File: config.mk
export PLATFORM = sky130hd
export DESIGN_NAME = pinpair_guard_top
export DESIGN_NICKNAME = d
export VERILOG_FILES = /design/src/rtl/pp_pkg.sv /design/src/rtl/pp_dt_divider.sv /design/src/rtl/pp_cmd_decode.sv /design/src/rtl/pp_pair_guard.sv /design/src/rtl/pinpair_guard_top.sv
export SDC_FILE = /design/constraint.sdc
export NUM_CORES = 1
export LEC_CHECK = 0
export BUFFER_PORTS_ARGS = -buffer_cell sky130_fd_sc_hd__buf_2
export CAP_MARGIN = 20
export CORE_AREA = 2 2 144 146
export CTS_BUF_LIST = sky130_fd_sc_hd__clkbuf_16
export DETAILED_ROUTE_END_ITERATION = 6
export DIE_AREA = 0 0 146 148
export HOLD_SLACK_MARGIN = 0.1
export SLEW_MARGIN = 20
export SYNTH_ARGS = -nofsm -noshare
export SYNTH_HDL_FRONTEND = slang
export SYNTH_SLANG_ARGS = --single-unit
File: constraint.sdc
create_clock -name clk -period 6.9 [get_ports clk]
set_clock_uncertainty 0.2 [all_clocks]
set_input_delay 1.38 -clock clk [delete_from_list [all_inputs] [get_ports clk]]
set_output_delay 1.38 -clock clk [all_outputs]
set_load 0.01 [all_outputs]
File: src/rtl/pp_pkg.sv
package pp_pkg;

    localparam int CMD_W     = 8;
    localparam int SEL_BITS  = 4;   // cmd_byte[3:0] = {block, pair}
    localparam int PAIR_W    = 2;

    typedef logic [PAIR_W-1:0] pair_t;

    typedef enum logic [1:0] {
        PH_HOLD  = 2'd0,   // showing the target value
        PH_WAIT1 = 2'd1,   // resting, waiting for first terminal count
        PH_WAIT2 = 2'd2    // resting, waiting for second terminal count
    } dt_phase_e;

    typedef struct packed {
        logic      armed;
        pair_t     safe;
        pair_t     tgt;
        dt_phase_e phase;
    } guard_st_t;

    localparam guard_st_t GUARD_RESET = '{armed: 1'b0, safe: '0, tgt: '0, phase: PH_HOLD};

    // Replace the forbidden code (inverse of the resting code) by the resting code.
    function automatic pair_t screen(pair_t req, pair_t safe);
        return (req == ~safe) ? safe : req;
    endfunction

    // Value presented on the pins for a given guard state.
    function automatic pair_t present(guard_st_t st, pair_t req);
        if (!st.armed)
            return req;
        else if (st.phase != PH_HOLD)
            return st.safe;
        else
            return st.tgt;
    endfunction

endpackage

File: src/rtl/pp_dt_divider.sv
module pp_dt_divider #(
    parameter int PRE_W = 8
) (
    input  logic             clk,
    input  logic             rst,
    input  logic [PRE_W-1:0] limit,
    output logic             tc
);
    logic [PRE_W-1:0] cnt_q;

    // ">=" so that lowering the limit mid-count still wraps promptly
    assign tc = (cnt_q >= limit);

    always_ff @(posedge clk) begin
        if (rst)
            cnt_q <= '0;
        else if (tc)
            cnt_q <= '0;
        else
            cnt_q <= cnt_q + 1'b1;
    end
endmodule

File: src/rtl/pp_cmd_decode.sv
module pp_cmd_decode
    import pp_pkg::*;
#(
    parameter int NPAIR = 16
) (
    input  logic             cmd_wr,
    input  logic [CMD_W-1:0] cmd_byte,
    output logic [NPAIR-1:0] arm
);
    logic [SEL_BITS-1:0] sel;
    logic                unused_rsvd;

    assign sel         = cmd_byte[SEL_BITS-1:0];
    assign unused_rsvd = ^cmd_byte[CMD_W-1:SEL_BITS];

    for (genvar p = 0; p < NPAIR; p++) begin : g_arm
        assign arm[p] = cmd_wr && (sel == SEL_BITS'(p));
    end
endmodule

File: src/rtl/pp_pair_guard.sv
module pp_pair_guard
    import pp_pkg::*;
(
    input  logic  clk,
    input  logic  rst,
    input  logic  arm,
    input  logic  tc,
    input  pair_t req,
    output pair_t pins,
    output logic  armed,
    output pair_t safe
);
    guard_st_t st_q;
    pair_t     want;

    always_comb begin
        want = screen(req, st_q.safe);
        pins = present(st_q, req);
    end

    assign armed = st_q.armed;
    assign safe  = st_q.safe;

    always_ff @(posedge clk) begin
        if (rst) begin
            st_q <= GUARD_RESET;
        end else if (!st_q.armed) begin
            if (arm) begin
                st_q.armed <= 1'b1;
                st_q.safe  <= req;
                st_q.tgt   <= req;
                st_q.phase <= PH_HOLD;
            end
        end else if (want != st_q.tgt) begin
            // new target: (re)start the dead time
            st_q.tgt   <= want;
            st_q.phase <= PH_WAIT1;
        end else if (tc) begin
            unique case (st_q.phase)
                PH_WAIT1: st_q.phase <= PH_WAIT2;
                PH_WAIT2: st_q.phase <= PH_HOLD;
                default:  st_q.phase <= st_q.phase;
            endcase
        end
    end
endmodule

File: src/rtl/pinpair_guard_top.sv
module pinpair_guard_top
    import pp_pkg::*;
#(
    parameter int NBLK  = 8,
    parameter int PRE_W = 8
) (
    input  logic              clk,
    input  logic              rst,
    input  logic              cmd_wr,
    input  logic [7:0]        cmd_byte,
    input  logic [PRE_W-1:0]  dead_n,
    input  logic [4*NBLK-1:0] req_pins,
    output logic [4*NBLK-1:0] pins_out
);
    localparam int NPAIR = 2 * NBLK;

    logic [NPAIR-1:0]        arm;
    logic [NPAIR-1:0]        pair_en;
    logic [2*NPAIR-1:0]      pair_safe;
    logic                    tc;

    pp_dt_divider #(.PRE_W(PRE_W)) u_div (
        .clk   (clk),
        .rst   (rst),
        .limit (dead_n),
        .tc    (tc)
    );

    pp_cmd_decode #(.NPAIR(NPAIR)) u_dec (
        .cmd_wr   (cmd_wr),
        .cmd_byte (cmd_byte),
        .arm      (arm)
    );

    for (genvar p = 0; p < NPAIR; p++) begin : g_pair
        pp_pair_guard u_guard (
            .clk   (clk),
            .rst   (rst),
            .arm   (arm[p]),
            .tc    (tc),
            .req   (req_pins[2*p +: 2]),
            .pins  (pins_out[2*p +: 2]),
            .armed (pair_en[p]),
            .safe  (pair_safe[2*p +: 2])
        );
    end
endmodule

==> flow_metrics.tcl, run 1 <==
set metrics [dict create \
    critPathRequiredTime_ns 6.96 \
    antenna_found_initial 0 \
    slew_headroom 0.335 \
    htree_levels 4 \
    powerDensity_nw_per_um2 183 \
    maxSlewViolCount 0 \
    clock_path_buffers 2 \
    grt_pass1_wl_um 33600 \
    yosysUniqueCellTypes 63 \
    crit_type "input pin to flip-flop" \
    max-vdd-ir-drop_mv 0.159 \
    synth-compound-area-share 0.162 \
    synthAdderAreaFrac 0.0575 \
    insertion_delay_ns 0.42 \
    synth_cells 1197 \
    hpwl_um 13700 \
    io_pins 83 \
    viasPerCell 5.31 \
    design_area_um2 9790 \
    synthArstFlopShare 0 \
    tns_ns 0 \
    grtUsageTotal 0.185 \
    synth-seq-area-share 0.269 \
    finalCritPeriodShare 0.545 \
    finalNetCount 1279 \
    cts_setup_buffers 0 \
    ctsHoldBuffers 0 \
    timing.max_cap.violations 0 \
    drive_gt1_frac 0.109 \
    numPortBuffers 78 \
    start_kind "input pin" \
    cts_tree "yes" \
    drt_pass1_iterations 4 \
    leakage_nw 4.22 \
    start_util 0.445 \
    layout_common_cells "nand2_1, nor2_1, dfxtp_1" \
    synth-simple-area-share 0.272 \
    die_area_um2 21600 \
    die_x_um 146 \
    yosys_register_bits 120 \
    diodes 0 \
    min_path_cells 2 \
    hold_path.class "flip-flop to flip-flop" \
    period_needed_ns 3.76 \
    final_common_cell "nand2_1" \
    syn-cell-area_um2 8920 \
    grt_pass1_vias 7054 \
    clockRootBuffer "clkbuf_16" \
    wirelength_um 19600 \
    syn_to_final_growth_pct 9.72 \
    grt_max_degree 85 \
    worst_slew_pin_slew_ns 0.987 \
    drt.antenna.violating_nets 0 \
    ys.warnings.count 0 \
    drtIter0Drc 445 \
    core_um2 20000 \
    synth_top_cells_by_area "dfxtp_1, mux2i_1, ha_1" \
    synthMuxAreaShare 0.0972 \
    vias 7799 \
    rsz0062_at_grt "no" \
    clock_sinks 120 \
    syn_nets 1289 \
    rows 52 \
    placed_cell_area_um2 9230 \
    avgRoutedWirePerCell_um 13.3 \
    overflow 0 \
    place.gp.congestion 0.811 \
    numCtsBuffers 17 \
    setup_viol 0 \
    syn_area_per_cell_um2 7.45 \
    die_height_um 148 \
    reg2reg_depth 8 \
    synth_edf_count 0 \
    yosys.area.top_type "dfxtp_1" \
    drc 0 \
    crit_fanout 20 \
    fmax_mhz 266 \
    hold_viol 0 \
    synthXorXnorAreaFrac 0.0667 \
    synth-main-ff-cell "dfxtp_1" \
    synth_top_family_by_area "simple AND/OR/NAND/NOR gates" \
    clk_pin_slew_ns 0.05 \
    worstSetupEndpointType "flip-flop" \
    synth_top_area_share 0.269 \
    cts.repair.resized 0 \
    crit_arrival_ns 3.82 \
    outcome "completed" \
]
where the power goes:
part / internal [mW] / switching, mW
Clock: 0.523 / 0.325
Combinational: 0.0953 / 0.125
Sequential: 0.704 / 0.0195
Total: 1.32 / 0.469
layout make-up:
class | count | area, µm²
fill | 2034 | 10200
multi-input combinational | 907 | 5850
sequential | 120 | 2400
clock buffer | 17 | 425
timing repair buffer | 80 | 408
tap | 270 | 338
inverter | 61 | 229
clock inverter | 14 | 135
synthesized netlist by cell type (all sizes together), types with 23 or more instances:
master / number
mux2i: 81
and3: 26
clkbuf: 84
ha: 41
xnor2: 54
inv: 60
nor3: 32
o21ai: 41
nand3: 57
a21oi: 101
dfxtp: 120
buf: 25
nor2: 120
nand2: 124
nor3b: 23
final timing paths:
| kind | start | to | slack, ns |
|---|---|---|---|
| max | dead_n[7] | g_pair[6].u_guard.st_q[0] | 3.14 |
| min | g_pair[2].u_guard.st_q[0] | g_pair[2].u_guard.st_q[0] | 0.26 |
| max reg2reg | u_div.cnt_q[0] | g_pair[6].u_guard.st_q[0] | 3.77 |
| min reg2reg | g_pair[2].u_guard.st_q[0] | g_pair[2].u_guard.st_q[0] | 0.26 |
metal layers:
metal | wire [µm] | up-vias | GRT usage
met2 | 8920 | 98 | 0.304
li1 | - | 4110 | -
met4 | 229 | 0 | 0.0544
met1 | 9880 | 3577 | 0.250
met3 | 559 | 14 | 0.0340
met5 | 0 | - | 0
registers in the layout, summed over array words and instances (netlist names):
| signal | count |
|---|---|
| g_pair.u_guard.safe | 32 |
| g_pair.u_guard.st_q | 64 |
| u_div.cnt_q | 8 |
| g_pair.u_guard.armed | 16 |
metrics by stage:
stage | util | power, mW | worst slack (ns) | cells | hold WS (ns)
floorplan | - | 0.904 | 3.41 | 1197 | 0.236
global placement | 0.461 | 0.957 | 2.71 | 1438 | 0.246
detailed placement | 0.461 | 0.960 | 2.63 | 1438 | 0.253
CTS | 0.489 | 1.81 | 3.07 | 1469 | 0.260
global route | 0.489 | 1.87 | 2.88 | 1469 | 0.287
finish | 0.489 | 1.79 | 3.14 | 1469 | 0.257
worst max-delay path, stage by stage:
cell and delay [ns]:
buf_2 0.07, inv_1 0.03, ha_1 0.28, nand2_1 0.08
o21ai_0 0.79, or2_1 0.83, a311o_1 0.29, a21oi_1 0.06
cell families (layout without fill, tap and decap cells):
kind of cell,after synthesis,after routing
buffers and inverters,170,172
XOR/XNOR,68,68
flip-flops,120,120
multiplexers,86,86
AO/OA/AOI/OAI,231,231
AND/OR/NAND/NOR,481,481
adder cells (fa/ha/maj),41,41
Note: power is estimated with default switching activity, not from simulation.
==> run 2, diff against run 1 <==
Settings changed: PLACE_DENSITY set to 0.65.
Clock period 6.9 ns to 3.1 ns, I/O delays scaled along.
==> run 2 against run 1 <==
Compared with the run above:
- routed wire length increased by 0.64%
- cell count increased by 0.34%
- register-to-register slack got worse by 3.4 ns
- global-route usage decreased by 0.11 points
- non-clock buffer count increased by 7
- sequential cell count unchanged
- critical path depth increased by 1
- sequential share of layout area about the same
- cell area about the same
- count of clock-buffer cells in the layout unchanged
- critical path type is now flip-flop to flip-flop
- largest cell class unchanged
- highest routed layer is now met5
==> flow_metrics.tcl, run 2 (synthesized netlist as in run 1, its figures left out) <==
set metrics [dict create \
    crit_arrival_ns 2.87 \
    finalNetCount 1286 \
    maxSlewViolCount 0 \
    start_kind "flip-flop" \
    cts_setup_buffers 0 \
    layout_common_cells "nand2_1, nor2_1, dfxtp_1" \
    die_height_um 148 \
    io_pins 83 \
    syn_to_final_growth_pct 9.74 \
    crit_type "flip-flop to flip-flop" \
    drc 0 \
    grtUsageTotal 0.184 \
    largest_register "g_pair.u_guard.st_q" \
    rows 52 \
    grt_max_degree 58 \
    crit_fanout 18 \
    fmax_mhz 367 \
    slew_headroom 0.474 \
    grt_pass1_vias 7256 \
    setup_ws_ns 0.377 \
    avgRoutedWirePerCell_um 13.4 \
    final_common_cell "nand2_1" \
    reg_top3 "g_pair.u_guard.st_q (64), g_pair.u_guard.safe (32), g_pair.u_guard.armed (16)" \
    drive_gt1_frac 0.105 \
    htree_levels 4 \
    r2r_setup_slack_ns 0.38 \
    cts.repair.resized 0 \
    final_util 0.489 \
    overflow 0 \
    largest_register_ff_count 64 \
    numPortBuffers 78 \
    finalCritPeriodShare 0.879 \
    rsz0062_at_grt "no" \
    hold_viol 0 \
    clock_sinks 120 \
    numCtsBuffers 17 \
    hpwl_um 14100 \
    ctsHoldBuffers 0 \
    drt.antenna.violating_nets 0 \
    fin_hold_ws_ns 0.246 \
    design_area_um2 9790 \
    worstSetupEndpointType "flip-flop" \
    start_util 0.445 \
    drt_pass1_iterations 5 \
    antenna_found_initial 2 \
    die_area_um2 21600 \
    place_ws_ns 0.135 \
    clock_path_buffers 2 \
    stdcell_count 1474 \
    timing.max_cap.violations 0 \
    clockRootBuffer "clkbuf_16" \
    critPathRequiredTime_ns 3.25 \
    setup_viol 0 \
    powerDensity_nw_per_um2 388 \
    grt_pass1_wl_um 33500 \
    vias 7895 \
    viasPerCell 5.36 \
    clk_pin_slew_ns 0.05 \
    tns_ns 0 \
    die_x_um 146 \
    place.gp.congestion 0.832 \
    core_um2 20000 \
    period_needed_ns 2.72 \
    outcome "completed" \
    hold_path.class "input pin to flip-flop" \
    leakage_nw 4.25 \
    drtIter0Drc 353 \
    cts_tree "yes" \
    wirelength_um 19700 \
    worst_slew_pin_slew_ns 0.780 \
    dp_cells 1445 \
    max-vdd-ir-drop_mv 0.369 \
    p_total_mw 3.80 \
    insertion_delay_ns 0.42 \
    placed_cell_area_um2 9300 \
    diodes 0 \
]
run 2: final cells by class:
class,instances,area [µm²]
Fill cell,2036,10200
Inverter,61,229
Clock inverter,12,72.6
Timing Repair Buffer,87,473
Sequential cell,120,2400
Clock buffer,17,425
Tap cell,270,338
Multi-Input combinational cell,907,5850
run 2: path summary, 6_finish.rpt:
kind | from | to | depth (start not counted)
worst max-delay path | u_div.cnt_q[0] | g_pair[4].u_guard.st_q[0] | 9
worst min-delay path | rst | g_pair[11].u_guard.armed | 2
worst max register to register | u_div.cnt_q[0] | g_pair[4].u_guard.st_q[0] | 9
worst min register to register | g_pair[2].u_guard.st_q[0] | g_pair[2].u_guard.st_q[0] | 2
run 2: critical path: stages, from the launching register on:
cell,delay [ns]
dfxtp_1,0.44
inv_1,0.07
ha_1,0.27
nand2b_4,0.15
a2111oi_4,0.37
o41ai_2,0.20
or2_1,0.30
buf_12,0.17
a311o_1,0.34
a21oi_1,0.13
run 2: layer usage:
layer	GRT usage	wire (µm)
met5	0	7
met4	0.0568	185
met3	0.0327	617
met2	0.314	9250
met1	0.238	9650
run 2: power by group:
part | leakage (nW) | switching (mW) | internal (mW)
clock network | 0.254 | 0.646 | 1.05
logic | 3.03 | 0.280 | 0.215
registers | 0.969 | 0.0432 | 1.57
